`config.mk`:
```
export PLATFORM = sky130hd
export DESIGN_NAME = spi_nor_mmctl
export DESIGN_NICKNAME = d
export VERILOG_FILES = /design/src/rtl/sfc_pkg.sv /design/src/rtl/sfc_regs.sv /design/src/rtl/sfc_shift.sv /design/src/rtl/sfc_seq.sv /design/src/rtl/spi_nor_mmctl.sv
export SDC_FILE = /design/constraint.sdc
export NUM_CORES = 1
export LEC_CHECK = 0
export ABC_AREA = 0
export BUFFER_PORTS_ARGS = -buffer_cell sky130_fd_sc_hd__buf_2
export CAP_MARGIN = 20
export CORE_MARGIN = 5
export CORE_UTILIZATION = 35
export CTS_CLUSTER_DIAMETER = 30
export DETAILED_ROUTE_END_ITERATION = 12
export PLACE_DENSITY_LB_ADDON = 0.3
export RECOVER_POWER = 25
export SLEW_MARGIN = 20
export SYNTH_ARGS = -nofsm -noshare
export SYNTH_HDL_FRONTEND = slang
export SYNTH_SLANG_ARGS = --single-unit
```
`constraint.sdc`:
```
create_clock -name clk -period 5 [get_ports clk]
set_input_delay 1.5 -clock clk [delete_from_list [all_inputs] [get_ports clk]]
set_output_delay 1.5 -clock clk [all_outputs]
set_load 0.02 [all_outputs]
```
`src/rtl/sfc_pkg.sv`:
```
package sfc_pkg;
  typedef enum logic [1:0] {
    MODE_RD   = 2'd0,
    MODE_FRD  = 2'd1,
    MODE_WR   = 2'd2,
    MODE_USER = 2'd3
  } xfer_mode_e;

  localparam logic [1:0] SEL_CFG   = 2'd0;
  localparam logic [1:0] SEL_AWIDE = 2'd1;
  localparam logic [1:0] SEL_CTL   = 2'd2;

  localparam int CFG_WWE_BIT  = 16;
  localparam int CTL_STOP_BIT = 2;
  localparam int CTL_OP_LSB   = 16;

  localparam logic [7:0] IDLE_BYTE = 8'hFF;
endpackage

```
`src/rtl/sfc_regs.sv`:
```
module sfc_regs
  import sfc_pkg::*;
(
  input  logic        clk,
  input  logic        rst_n,
  input  logic        wr,
  input  logic [1:0]  sel,
  input  logic [31:0] wdata,
  output logic [31:0] rdata,
  output logic        win_we_ok,
  output logic        addr4,
  output xfer_mode_e  mode,
  output logic        stop,
  output logic [7:0]  opcode
);
  logic       wwe_q, wwe_d;
  logic       a4_q, a4_d;
  xfer_mode_e mode_q, mode_d;
  logic       stop_q, stop_d;
  logic [7:0] op_q, op_d;

  always_comb begin
    wwe_d  = wwe_q;
    a4_d   = a4_q;
    mode_d = mode_q;
    stop_d = stop_q;
    op_d   = op_q;
    if (wr) begin
      case (sel)
        SEL_CFG:   wwe_d = wdata[CFG_WWE_BIT];
        SEL_AWIDE: a4_d  = wdata[0];
        SEL_CTL: begin
          mode_d = xfer_mode_e'(wdata[1:0]);
          stop_d = wdata[CTL_STOP_BIT];
          op_d   = wdata[CTL_OP_LSB +: 8];
        end
        default: ;
      endcase
    end
  end

  always_ff @(posedge clk or negedge rst_n) begin
    if (!rst_n) begin
      wwe_q  <= 1'b0;
      a4_q   <= 1'b0;
      mode_q <= MODE_RD;
      stop_q <= 1'b0;
      op_q   <= 8'h00;
    end else begin
      wwe_q  <= wwe_d;
      a4_q   <= a4_d;
      mode_q <= mode_d;
      stop_q <= stop_d;
      op_q   <= op_d;
    end
  end

  always_comb begin
    rdata = '0;
    case (sel)
      SEL_CFG:   rdata[CFG_WWE_BIT] = wwe_q;
      SEL_AWIDE: rdata[0] = a4_q;
      SEL_CTL: begin
        rdata[1:0]              = mode_q;
        rdata[CTL_STOP_BIT]     = stop_q;
        rdata[CTL_OP_LSB +: 8]  = op_q;
      end
      default: ;
    endcase
  end

  assign win_we_ok = wwe_q;
  assign addr4     = a4_q;
  assign mode      = mode_q;
  assign stop      = stop_q;
  assign opcode    = op_q;
endmodule

```
`src/rtl/sfc_shift.sv`:
```
module sfc_shift #(
  parameter int CLK_DIV = 2
) (
  input  logic       clk,
  input  logic       rst_n,
  input  logic       start,
  input  logic [7:0] tx,
  input  logic       miso,
  output logic       busy,
  output logic       done,
  output logic [7:0] rx,
  output logic       sclk,
  output logic       mosi
);
  localparam int DW = (CLK_DIV > 1) ? $clog2(CLK_DIV) : 1;
  localparam logic [DW-1:0] DTOP = DW'(CLK_DIV - 1);

  logic          busy_q, busy_d;
  logic          done_q, done_d;
  logic          sclk_q, sclk_d;
  logic [DW-1:0] div_q, div_d;
  logic [3:0]    half_q, half_d;
  logic [7:0]    sh_q, sh_d;
  logic [7:0]    rx_q, rx_d;
  logic          tick;

  assign tick = busy_q && (div_q == DTOP);

  always_comb begin
    busy_d = busy_q;
    done_d = 1'b0;
    sclk_d = sclk_q;
    div_d  = div_q;
    half_d = half_q;
    sh_d   = sh_q;
    rx_d   = rx_q;
    if (!busy_q) begin
      if (start) begin
        busy_d = 1'b1;
        sh_d   = tx;
        div_d  = '0;
        half_d = '0;
        sclk_d = 1'b0;
      end
    end else begin
      div_d = tick ? '0 : div_q + 1'b1;
      if (tick) begin
        sclk_d = ~sclk_q;
        half_d = half_q + 4'd1;
        if (!sclk_q) begin
          rx_d = {rx_q[6:0], miso};
        end else begin
          sh_d = {sh_q[6:0], 1'b1};
        end
        if (half_q == 4'd15) begin
          busy_d = 1'b0;
          done_d = 1'b1;
        end
      end
    end
  end

  always_ff @(posedge clk or negedge rst_n) begin
    if (!rst_n) begin
      busy_q <= 1'b0;
      done_q <= 1'b0;
      sclk_q <= 1'b0;
      div_q  <= '0;
      half_q <= '0;
      sh_q   <= 8'hFF;
      rx_q   <= 8'h00;
    end else begin
      busy_q <= busy_d;
      done_q <= done_d;
      sclk_q <= sclk_d;
      div_q  <= div_d;
      half_q <= half_d;
      sh_q   <= sh_d;
      rx_q   <= rx_d;
    end
  end

  assign busy = busy_q;
  assign done = done_q;
  assign rx   = rx_q;
  assign sclk = sclk_q;
  assign mosi = sh_q[7];

  // SCLK only moves at the end of a divider count
  p_sclk_step_r11: assert property (@(posedge clk) disable iff (!rst_n)
    !$stable(sclk_q) |-> $past(div_q) == DTOP);
  // SCLK rests low outside a byte
  p_sclk_idle_r11: assert property (@(posedge clk) disable iff (!rst_n)
    !busy_q |-> !sclk_q);
endmodule

```
`src/rtl/sfc_seq.sv`:
```
module sfc_seq
  import sfc_pkg::*;
#(
  parameter int AW = 26
) (
  input  logic          clk,
  input  logic          rst_n,
  input  logic          bus_req,
  input  logic          bus_we,
  input  logic          bus_win,
  input  logic          bus_word,
  input  logic [AW-1:0] bus_addr,
  input  logic [31:0]   bus_wdata,
  input  xfer_mode_e    mode,
  input  logic [7:0]    opcode,
  input  logic          addr4,
  input  logic          win_we_ok,
  input  logic [31:0]   reg_rdata,
  output logic          reg_wr,
  output logic          sh_start,
  output logic [7:0]    sh_tx,
  input  logic          sh_done,
  input  logic          sh_busy,
  input  logic [7:0]    sh_rx,
  output logic [31:0]   rdata,
  output logic          ready,
  output logic          dir_cs_n,
  output logic          busy
);
  typedef enum logic [1:0] {ST_IDLE, ST_LOAD, ST_WAIT, ST_DONE} st_e;

  st_e         st_q, st_d;
  logic [47:0] cmd_q, cmd_d;
  logic [31:0] dat_q, dat_d;
  logic [3:0]  idx_q, idx_d;
  logic [3:0]  last_q, last_d;
  logic [2:0]  ncmd_q, ncmd_d;
  logic        we_q, we_d;
  logic        cs_q, cs_d;
  logic [31:0] a32;
  logic [1:0]  didx;
  logic        in_cmd;
  logic [7:0]  cmd_byte, dat_byte;
  logic        direct;
  logic [2:0]  ncmd_new;

  assign a32    = 32'(bus_addr);
  assign direct = (mode != MODE_USER);
  assign in_cmd = idx_q < {1'b0, ncmd_q};
  assign didx   = 2'(idx_q - {1'b0, ncmd_q});

  always_comb begin
    ncmd_new = 3'd0;
    if (direct) begin
      ncmd_new = 3'd1 + (addr4 ? 3'd4 : 3'd3) + ((mode == MODE_FRD) ? 3'd1 : 3'd0);
    end
  end

  always_comb begin
    cmd_byte = IDLE_BYTE;
    for (int i = 0; i < 6; i++) begin
      if (idx_q[2:0] == 3'(i)) cmd_byte = cmd_q[47 - 8*i -: 8];
    end
    dat_byte = IDLE_BYTE;
    for (int j = 0; j < 4; j++) begin
      if (didx == 2'(j) && we_q) dat_byte = dat_q[8*j +: 8];
    end
  end

  assign sh_tx = in_cmd ? cmd_byte : dat_byte;

  always_comb begin
    st_d     = st_q;
    cmd_d    = cmd_q;
    dat_d    = dat_q;
    idx_d    = idx_q;
    last_d   = last_q;
    ncmd_d   = ncmd_q;
    we_d     = we_q;
    cs_d     = cs_q;
    reg_wr   = 1'b0;
    sh_start = 1'b0;
    case (st_q)
      ST_IDLE: begin
        if (bus_req) begin
          if (!bus_win) begin
            reg_wr = bus_we;
            if (!bus_we) dat_d = reg_rdata;
            st_d = ST_DONE;
          end else if (bus_we && !win_we_ok) begin
            st_d = ST_DONE;
          end else begin
            ncmd_d = ncmd_new;
            last_d = {1'b0, ncmd_new} + (bus_word ? 4'd3 : 4'd0);
            we_d   = bus_we;
            dat_d  = bus_we ? bus_wdata : 32'h0;
            cmd_d  = addr4 ? {opcode, a32, IDLE_BYTE}
                           : {opcode, a32[23:0], IDLE_BYTE, IDLE_BYTE};
            idx_d  = 4'd0;
            cs_d   = !direct;
            st_d   = ST_LOAD;
          end
        end
      end
      ST_LOAD: begin
        sh_start = 1'b1;
        st_d     = ST_WAIT;
      end
      ST_WAIT: begin
        if (sh_done) begin
          if (!in_cmd && !we_q) dat_d[8*didx +: 8] = sh_rx;
          if (idx_q == last_q) begin
            cs_d = 1'b1;
            st_d = ST_DONE;
          end else begin
            idx_d = idx_q + 4'd1;
            st_d  = ST_LOAD;
          end
        end
      end
      default: st_d = ST_IDLE;
    endcase
  end

  always_ff @(posedge clk or negedge rst_n) begin
    if (!rst_n) begin
      st_q   <= ST_IDLE;
      cmd_q  <= '0;
      dat_q  <= '0;
      idx_q  <= '0;
      last_q <= '0;
      ncmd_q <= '0;
      we_q   <= 1'b0;
      cs_q   <= 1'b1;
    end else begin
      st_q   <= st_d;
      cmd_q  <= cmd_d;
      dat_q  <= dat_d;
      idx_q  <= idx_d;
      last_q <= last_d;
      ncmd_q <= ncmd_d;
      we_q   <= we_d;
      cs_q   <= cs_d;
    end
  end

  assign rdata    = dat_q;
  assign ready    = (st_q == ST_DONE);
  assign dir_cs_n = cs_q;
  assign busy     = (st_q != ST_IDLE);

  // a direct command has released chip select by completion
  p_ready_cs_r6: assert property (@(posedge clk) disable iff (!rst_n)
    (st_q == ST_DONE) |-> cs_q);
  // a locked window write goes straight to completion
  p_locked_write_r10: assert property (@(posedge clk) disable iff (!rst_n)
    (st_q == ST_IDLE && bus_req && bus_win && bus_we && !win_we_ok)
      |=> (st_q == ST_DONE && !sh_busy));
  // a new byte is only started on an idle shifter
  p_start_idle_r11: assert property (@(posedge clk) disable iff (!rst_n)
    sh_start |-> !sh_busy);
endmodule

```
`src/rtl/spi_nor_mmctl.sv`:
```
module spi_nor_mmctl
  import sfc_pkg::*;
#(
  parameter int AW      = 26,
  parameter int CLK_DIV = 2
) (
  input  logic          clk,
  input  logic          rst_n,
  input  logic          bus_req,
  input  logic          bus_we,
  input  logic          bus_win,
  input  logic          bus_word,
  input  logic [AW-1:0] bus_addr,
  input  logic [31:0]   bus_wdata,
  output logic [31:0]   bus_rdata,
  output logic          bus_ready,
  output logic          spi_cs_n,
  output logic          spi_sclk,
  output logic          spi_mosi,
  input  logic          spi_miso
);
  logic        reg_wr;
  logic [31:0] reg_rdata;
  logic        win_we_ok, addr4, stop;
  xfer_mode_e  mode;
  logic [7:0]  opcode;
  logic        sh_start, sh_done, sh_busy;
  logic [7:0]  sh_tx, sh_rx;
  logic        dir_cs_n, seq_busy;
  logic        user_frame;

  sfc_regs u_regs (
    .clk(clk), .rst_n(rst_n), .wr(reg_wr), .sel(bus_addr[3:2]),
    .wdata(bus_wdata), .rdata(reg_rdata), .win_we_ok(win_we_ok),
    .addr4(addr4), .mode(mode), .stop(stop), .opcode(opcode)
  );

  sfc_seq #(.AW(AW)) u_seq (
    .clk(clk), .rst_n(rst_n), .bus_req(bus_req), .bus_we(bus_we),
    .bus_win(bus_win), .bus_word(bus_word), .bus_addr(bus_addr),
    .bus_wdata(bus_wdata), .mode(mode), .opcode(opcode), .addr4(addr4),
    .win_we_ok(win_we_ok), .reg_rdata(reg_rdata), .reg_wr(reg_wr),
    .sh_start(sh_start), .sh_tx(sh_tx), .sh_done(sh_done),
    .sh_busy(sh_busy), .sh_rx(sh_rx), .rdata(bus_rdata),
    .ready(bus_ready), .dir_cs_n(dir_cs_n), .busy(seq_busy)
  );

  sfc_shift #(.CLK_DIV(CLK_DIV)) u_shift (
    .clk(clk), .rst_n(rst_n), .start(sh_start), .tx(sh_tx),
    .miso(spi_miso), .busy(sh_busy), .done(sh_done), .rx(sh_rx),
    .sclk(spi_sclk), .mosi(spi_mosi)
  );

  assign user_frame = (mode == MODE_USER) && !stop;
  assign spi_cs_n   = dir_cs_n && !user_frame;

  // in user mode chip select never comes from the command sequencer
  p_user_cs_r3: assert property (@(posedge clk) disable iff (!rst_n)
    (mode == MODE_USER) |-> dir_cs_n);
  // no shifting while the sequencer is idle
  p_shift_owner_r11: assert property (@(posedge clk) disable iff (!rst_n)
    sh_busy |-> seq_busy);
endmodule

```
# Yosys cells after proc, flatten, opt, wreduce, memory -nomap -nowiden
# Index checks and enable logic that the tools add are counted.
# word_totals
in_bits	65
reg_bits	132
elab_cells	164
output_inout_bits	36
# classes
reduce_logical	32
n_addsub	8
n_lt_le_gt_ge	1
bitwise	2
eq_ne	29
shifts	2
muxes	70
# ops
cell	n
32-bit two-way mux	7
8-bit two-way mux	15
32-bit case mux with 2 select lines	1
40-bit two-way mux	1
5-bit negator with 34-bit output	1
8-bit by 34-bit variable shift with 32-bit output (first input constant)	1
8-bit by 34-bit variable part select with 32-bit output	1
32-bit bitwise mux	1
4-bit two-way mux	8
1-bit two-way mux	22
6-bit AND reduction	3
2-bit two-way mux	7
2-bit != test (second input constant)	7
2-bit equality test (second input constant)	6
2-bit AND reduction	5
1-bit logical AND	9
4-bit by 1-bit adder with 4-bit output (second input constant)	2
2-bit by 1-bit equality test with 1-bit output (second input constant)	4
4-bit case mux with 2 select lines	1
7-bit two-way mux	1
3-bit by 2-bit equality test with 1-bit output (second input constant)	2
3-bit equality test (second input constant)	2
1-bit logical NOT	6
2-bit logical NOT	3
19 further kinds	28

# Depth between registers and ports, before layout
# depth
depth_word	10
ltp_mapped	12
ltp_nobuf	11

# Cells and area by module
# A second synthesis with hierarchy kept.
# unflattened
hier_cells	726
hier_area_um2	7474.7
# modules_own_cells
mod	area_each_um2	instances	cells_per_inst	seq_area_each_um2
sfc_seq	5519.0	1	575	2203.4
sfc_shift	1121.1	1	79	610.6
sfc_regs	823.3	1	70	325.3
spi_nor_mmctl	11.3	1	2	0.0

# Worst setup path before layout
# No wires, ideal clock.
# synth_timing
path_type	input to register
from	input port bus_win
to	register u_seq.dat_q[14] (netlist: u_seq.rdata[14])
path_buffers	2
slack_ps	2307
t_arrival_ps	2619
setup_time_ps	74
t_required_ps	4926
stages	7
path_cell_list	buf_2 nand2_1 a311oi_4 o21a_4 buf_6 nor2_2 a21oi_2
# synth_via
elab_chain_cells	3
# synth_rtl
element	line	rtl
start, declared	spi_nor_mmctl.sv:11	input logic bus_win,
32-bit two-way mux	sfc_seq.sv:86	if (!bus_win) begin
32-bit two-way mux	sfc_seq.sv:85	if (bus_req) begin
32-bit case mux with 2 select lines	sfc_seq.sv:83	case (st_q)
end signal, assigned	sfc_seq.sv:138	dat_q <= dat_d;
end, declared	sfc_seq.sv:34	logic [31:0] dat_q, dat_d;
# Parallel ways exist; a longest one is shown, timed or not. The select of a mux whose other input is x is not followed.
# A chain may end at the register's enable or synchronous reset.

# Final worst setup path
# layout_timing
from	register u_seq.idx_q[0]
to	register u_shift.sh_q[5]
# layout_via
elab_chain_cells	10
# layout_rtl
element	line	rtl
start, declared	sfc_seq.sv:35	logic [3:0] idx_q, idx_d;
start signal, assigned	sfc_seq.sv:139	idx_q <= idx_d;
2-bit subtractor or 3-bit logical NOT (tied branches)	sfc_seq.sv:50, sfc_seq.sv:62	
2-bit logical NOT or 8-bit two-way mux (tied branches)	sfc_seq.sv:66, sfc_seq.sv:62	
1-bit logical AND or 8-bit two-way mux (tied branches)	sfc_seq.sv:66, sfc_seq.sv:62	
8-bit two-way mux, on equally long branches (4 in series)	sfc_seq.sv:66, sfc_seq.sv:62	
8-bit two-way mux *	sfc_seq.sv:70	assign sh_tx = in_cmd ? cmd_byte : dat_byte;
8-bit two-way mux *	sfc_shift.sv:38	if (start) begin
8-bit two-way mux *	sfc_shift.sv:37	if (!busy_q) begin
end signal, assigned	sfc_shift.sv:70	sh_q <= 8'hFF;
end signal, assigned	sfc_shift.sv:78	sh_q <= sh_d;
end, declared	sfc_shift.sv:23	logic [7:0] sh_q, sh_d;
# Every way passes the cells marked *; elsewhere a longest branch is shown, timed or not. The select of a mux whose other input is x is not followed.

==> results.md <==
- Status: finished, final reports clean
- Post-DP HPWL: 13300 µm
- Worst Path Required: 5.36 ns
- Die Ht: 148 µm
- Setup TNS: 0 ns
- Worst Setup End Kind: register
- Final setup fails: 0
- Final #Nets: 822
- Hold depth: 1
- Total Power: 5.35 mW
- Global route total overflow: 0
- YS warnings: 0
- GRT Total Usage: 16.8%
- #FFs+latches synth: 125
- H-tree depth: 4
- Synth top area share: 43.7%
- Placed cell count: 949
- Full die area: 21800 µm²
- CTS-repair resized insts: 0
- Crit path DAT: 3.54 ns
- CTS Sinks: 125
- Max stage delay cell, worst path: fa_1
- Remaining DRCs: 0
- # IOs: 101
- DR vias: 5230
- Via density: 5.33
- CORE AREA: 18700 µm²
- Leakage: 3.57 nW
- Pwr/cell area: 675 nW/µm²
- Period utilization: 63.5%
- Worst Reg-to-Reg Cells: 10
- Distinct cells, synth: 53
- Pin slew with the least headroom to its limit: 0.885 ns
- Top_reg_cell synth: dfrtp_1
- Hold-fix buffers, CTS: 0
- Crit start category: register
- Worst Skew: 0.00777 ns
- Crit-path max cell delay: 0.51 ns
- Initial DRC Count: 326
- Post CTS Setup Buffer Count: 0
- HP Class: reg2reg
- Final hold violation count: 0
- Initial antenna violation count: 0
- Final ANT Viol Nets: 0
- Final critical-path required period: 3.18 ns
- CTS tree: yes
- TritonRoute pass-1 iters: 5
- Post-Syn Instances: 647
- Vias in the first global route: 5033
- Maximum net fanout on the critical path: 8
- Worst-Skew Late Latency: 0.43 ns
- Sequential area share after synthesis: 47.3%
- Inserted Clock Buffers: 17
- Slew Viols, Final: 0
- First-pass GRT wire length: 29000 µm
- PortBufs: 100
- RSZ-0062 raised after global routing: false
- Syn Area/Cell: 10.3 µm²
- Clock buffer depth: 2
- CTS clk-pin slew, worst paths: 0.05 ns
- Largest net degree at the start of global routing: 126
- Final std cells w/o fill: 981
- Row cnt: 50
- Synth Cell Area: 6640 µm²
- Headroom to the max-slew limit: 41.0%
- Initial core utilization: 35.5%
- Total of max-cap violations: 0
- # diodes: 0
- Clock Tree Root: clkbuf_16
- Critical path class: reg2reg
- DR WL/cell: 18.6 µm
- Post-synth EDFFs: 0
- Area grow syn2layout: 19.4%
- Area contributors post-synth: dfrtp_1 (44%), mux2_2 (5.4%), a22oi_1 (4.4%)
- GPL Wtd Cong: 0.835
- Crit path cell chain: inv_1 > ha_1 > inv_1 > fa_1 > ha_1 > and2_1 > nor2_2 > o221ai_1 > a221oi_1 > a221o_1
- Most frequent cell after synthesis: dfrtp_1
- Final wirelength: 18200 µm
- Highest ir drop seen on vdd: 286 µV
- Final core occ: 42.4%
- Layout cells sized above 1: 26.6%
- Fmax: 0.315 GHz
- Most frequent cells after synthesis: dfrtp_1 (116), nand2_1 (63), o21ai_0 (51)
- Synthesized Nets: 735
- FFs w/ async S/R, synth: 100%
- Die Wd: 148 µm
- Area leader, netlist: dfrtp_1
-- worst max-delay path: cells and delay by family (launching register included) --
kind | cells | cell delay, ns
flip-flops | 1 | 0.47
AND/OR/NAND/NOR | 2 | 0.53
AO/OA/AOI/OAI | 3 | 0.86
adder cells (fa/ha/maj) | 3 | 1.04
buffers and inverters | 2 | 0.20
-- through the flow --
step	hold WS [ns]	area, µm²	setup WS [ns]
2_1_floorplan	0.444	6640	2.31
3_3_place_gp	0.458	7290	1.70
3_5_place_dp	0.464	7290	1.65
4_1_cts	0.476	7940	1.90
5_1_grt	0.489	7930	1.67
6_report	0.476	7930	1.82
-- power by group --
part,total (mW),switching [mW],internal (mW)
logic,2.10,1.30,0.799
registers,1.89,0.429,1.46
clock network,1.37,0.458,0.908
-- per-layer routing --
layer	track usage, %	vias to the layer above	share of wire, %
li1	-	2546	-
met2	23.6	170	42
met3	4.05	18	6.1
met5	0	-	0
met4	4.19	0	0.88
met1	25.7	2496	51
-- cell usage in the layout, fill, tap and decap left out, types with 17 or more instances in the layout --
master     synthesis  final
nor2_1            45     45
o21ai_0           51     51
mux2_2            32     32
dfrtp_1          116    116
a21oi_1           40     40
a22oi_1           39     39
clkbuf_16          0     17
buf_2              7     98
nand2_1           63     63
inv_1             18     18
mux2i_1           18     19
ha_1              21     21
-- cell families after synthesis --
logic type | count (synthesis) | synth area share [%]
adder cells (fa/ha/maj) | 23 | 4.56
flip-flops | 125 | 47.3
AND/OR/NAND/NOR | 185 | 13.8
AO/OA/AOI/OAI | 205 | 21.6
multiplexers | 51 | 8.35
buffers and inverters | 53 | 3.81
XOR/XNOR | 5 | 0.659
-- final timing paths --
check	startpoint	to	slack, ns
min in group asynchronous	rst_n	u_shift.half_q[3]	1.23
worst min-delay path	u_seq.ncmd_q[2]	u_seq.ncmd_q[2]	0.48
worst min register to register	u_seq.ncmd_q[2]	u_seq.ncmd_q[2]	0.48
worst max register to register	u_seq.idx_q[0]	u_shift.sh_q[5]	1.82
worst max-delay path	u_seq.idx_q[0]	u_shift.sh_q[5]	1.82
max in group asynchronous	rst_n	u_seq.cmd_q[40]	3.23
-- area by class of cell --
type | instances | area [µm²]
sequential | 125 | 3140
tap | 234 | 293
clock inverter | 11 | 189
timing repair buffer | 103 | 533
clock buffer | 21 | 460
multi-input combinational | 469 | 3240
inverter | 18 | 67.6
fill | 1800 | 10800
-- flip-flops by register name, summed over array words and instances, names as in the netlist, 4 cells and up --
signal / flops
u_regs.opcode: 8
u_shift.sh_q: 8
u_seq.cmd_q: 41
u_seq.rdata: 32
u_shift.rx: 8
u_seq.idx_q: 4
u_shift.half_q: 4
u_seq.last_q: 4
No activity file was read; power rests on OpenSTA's default activity.
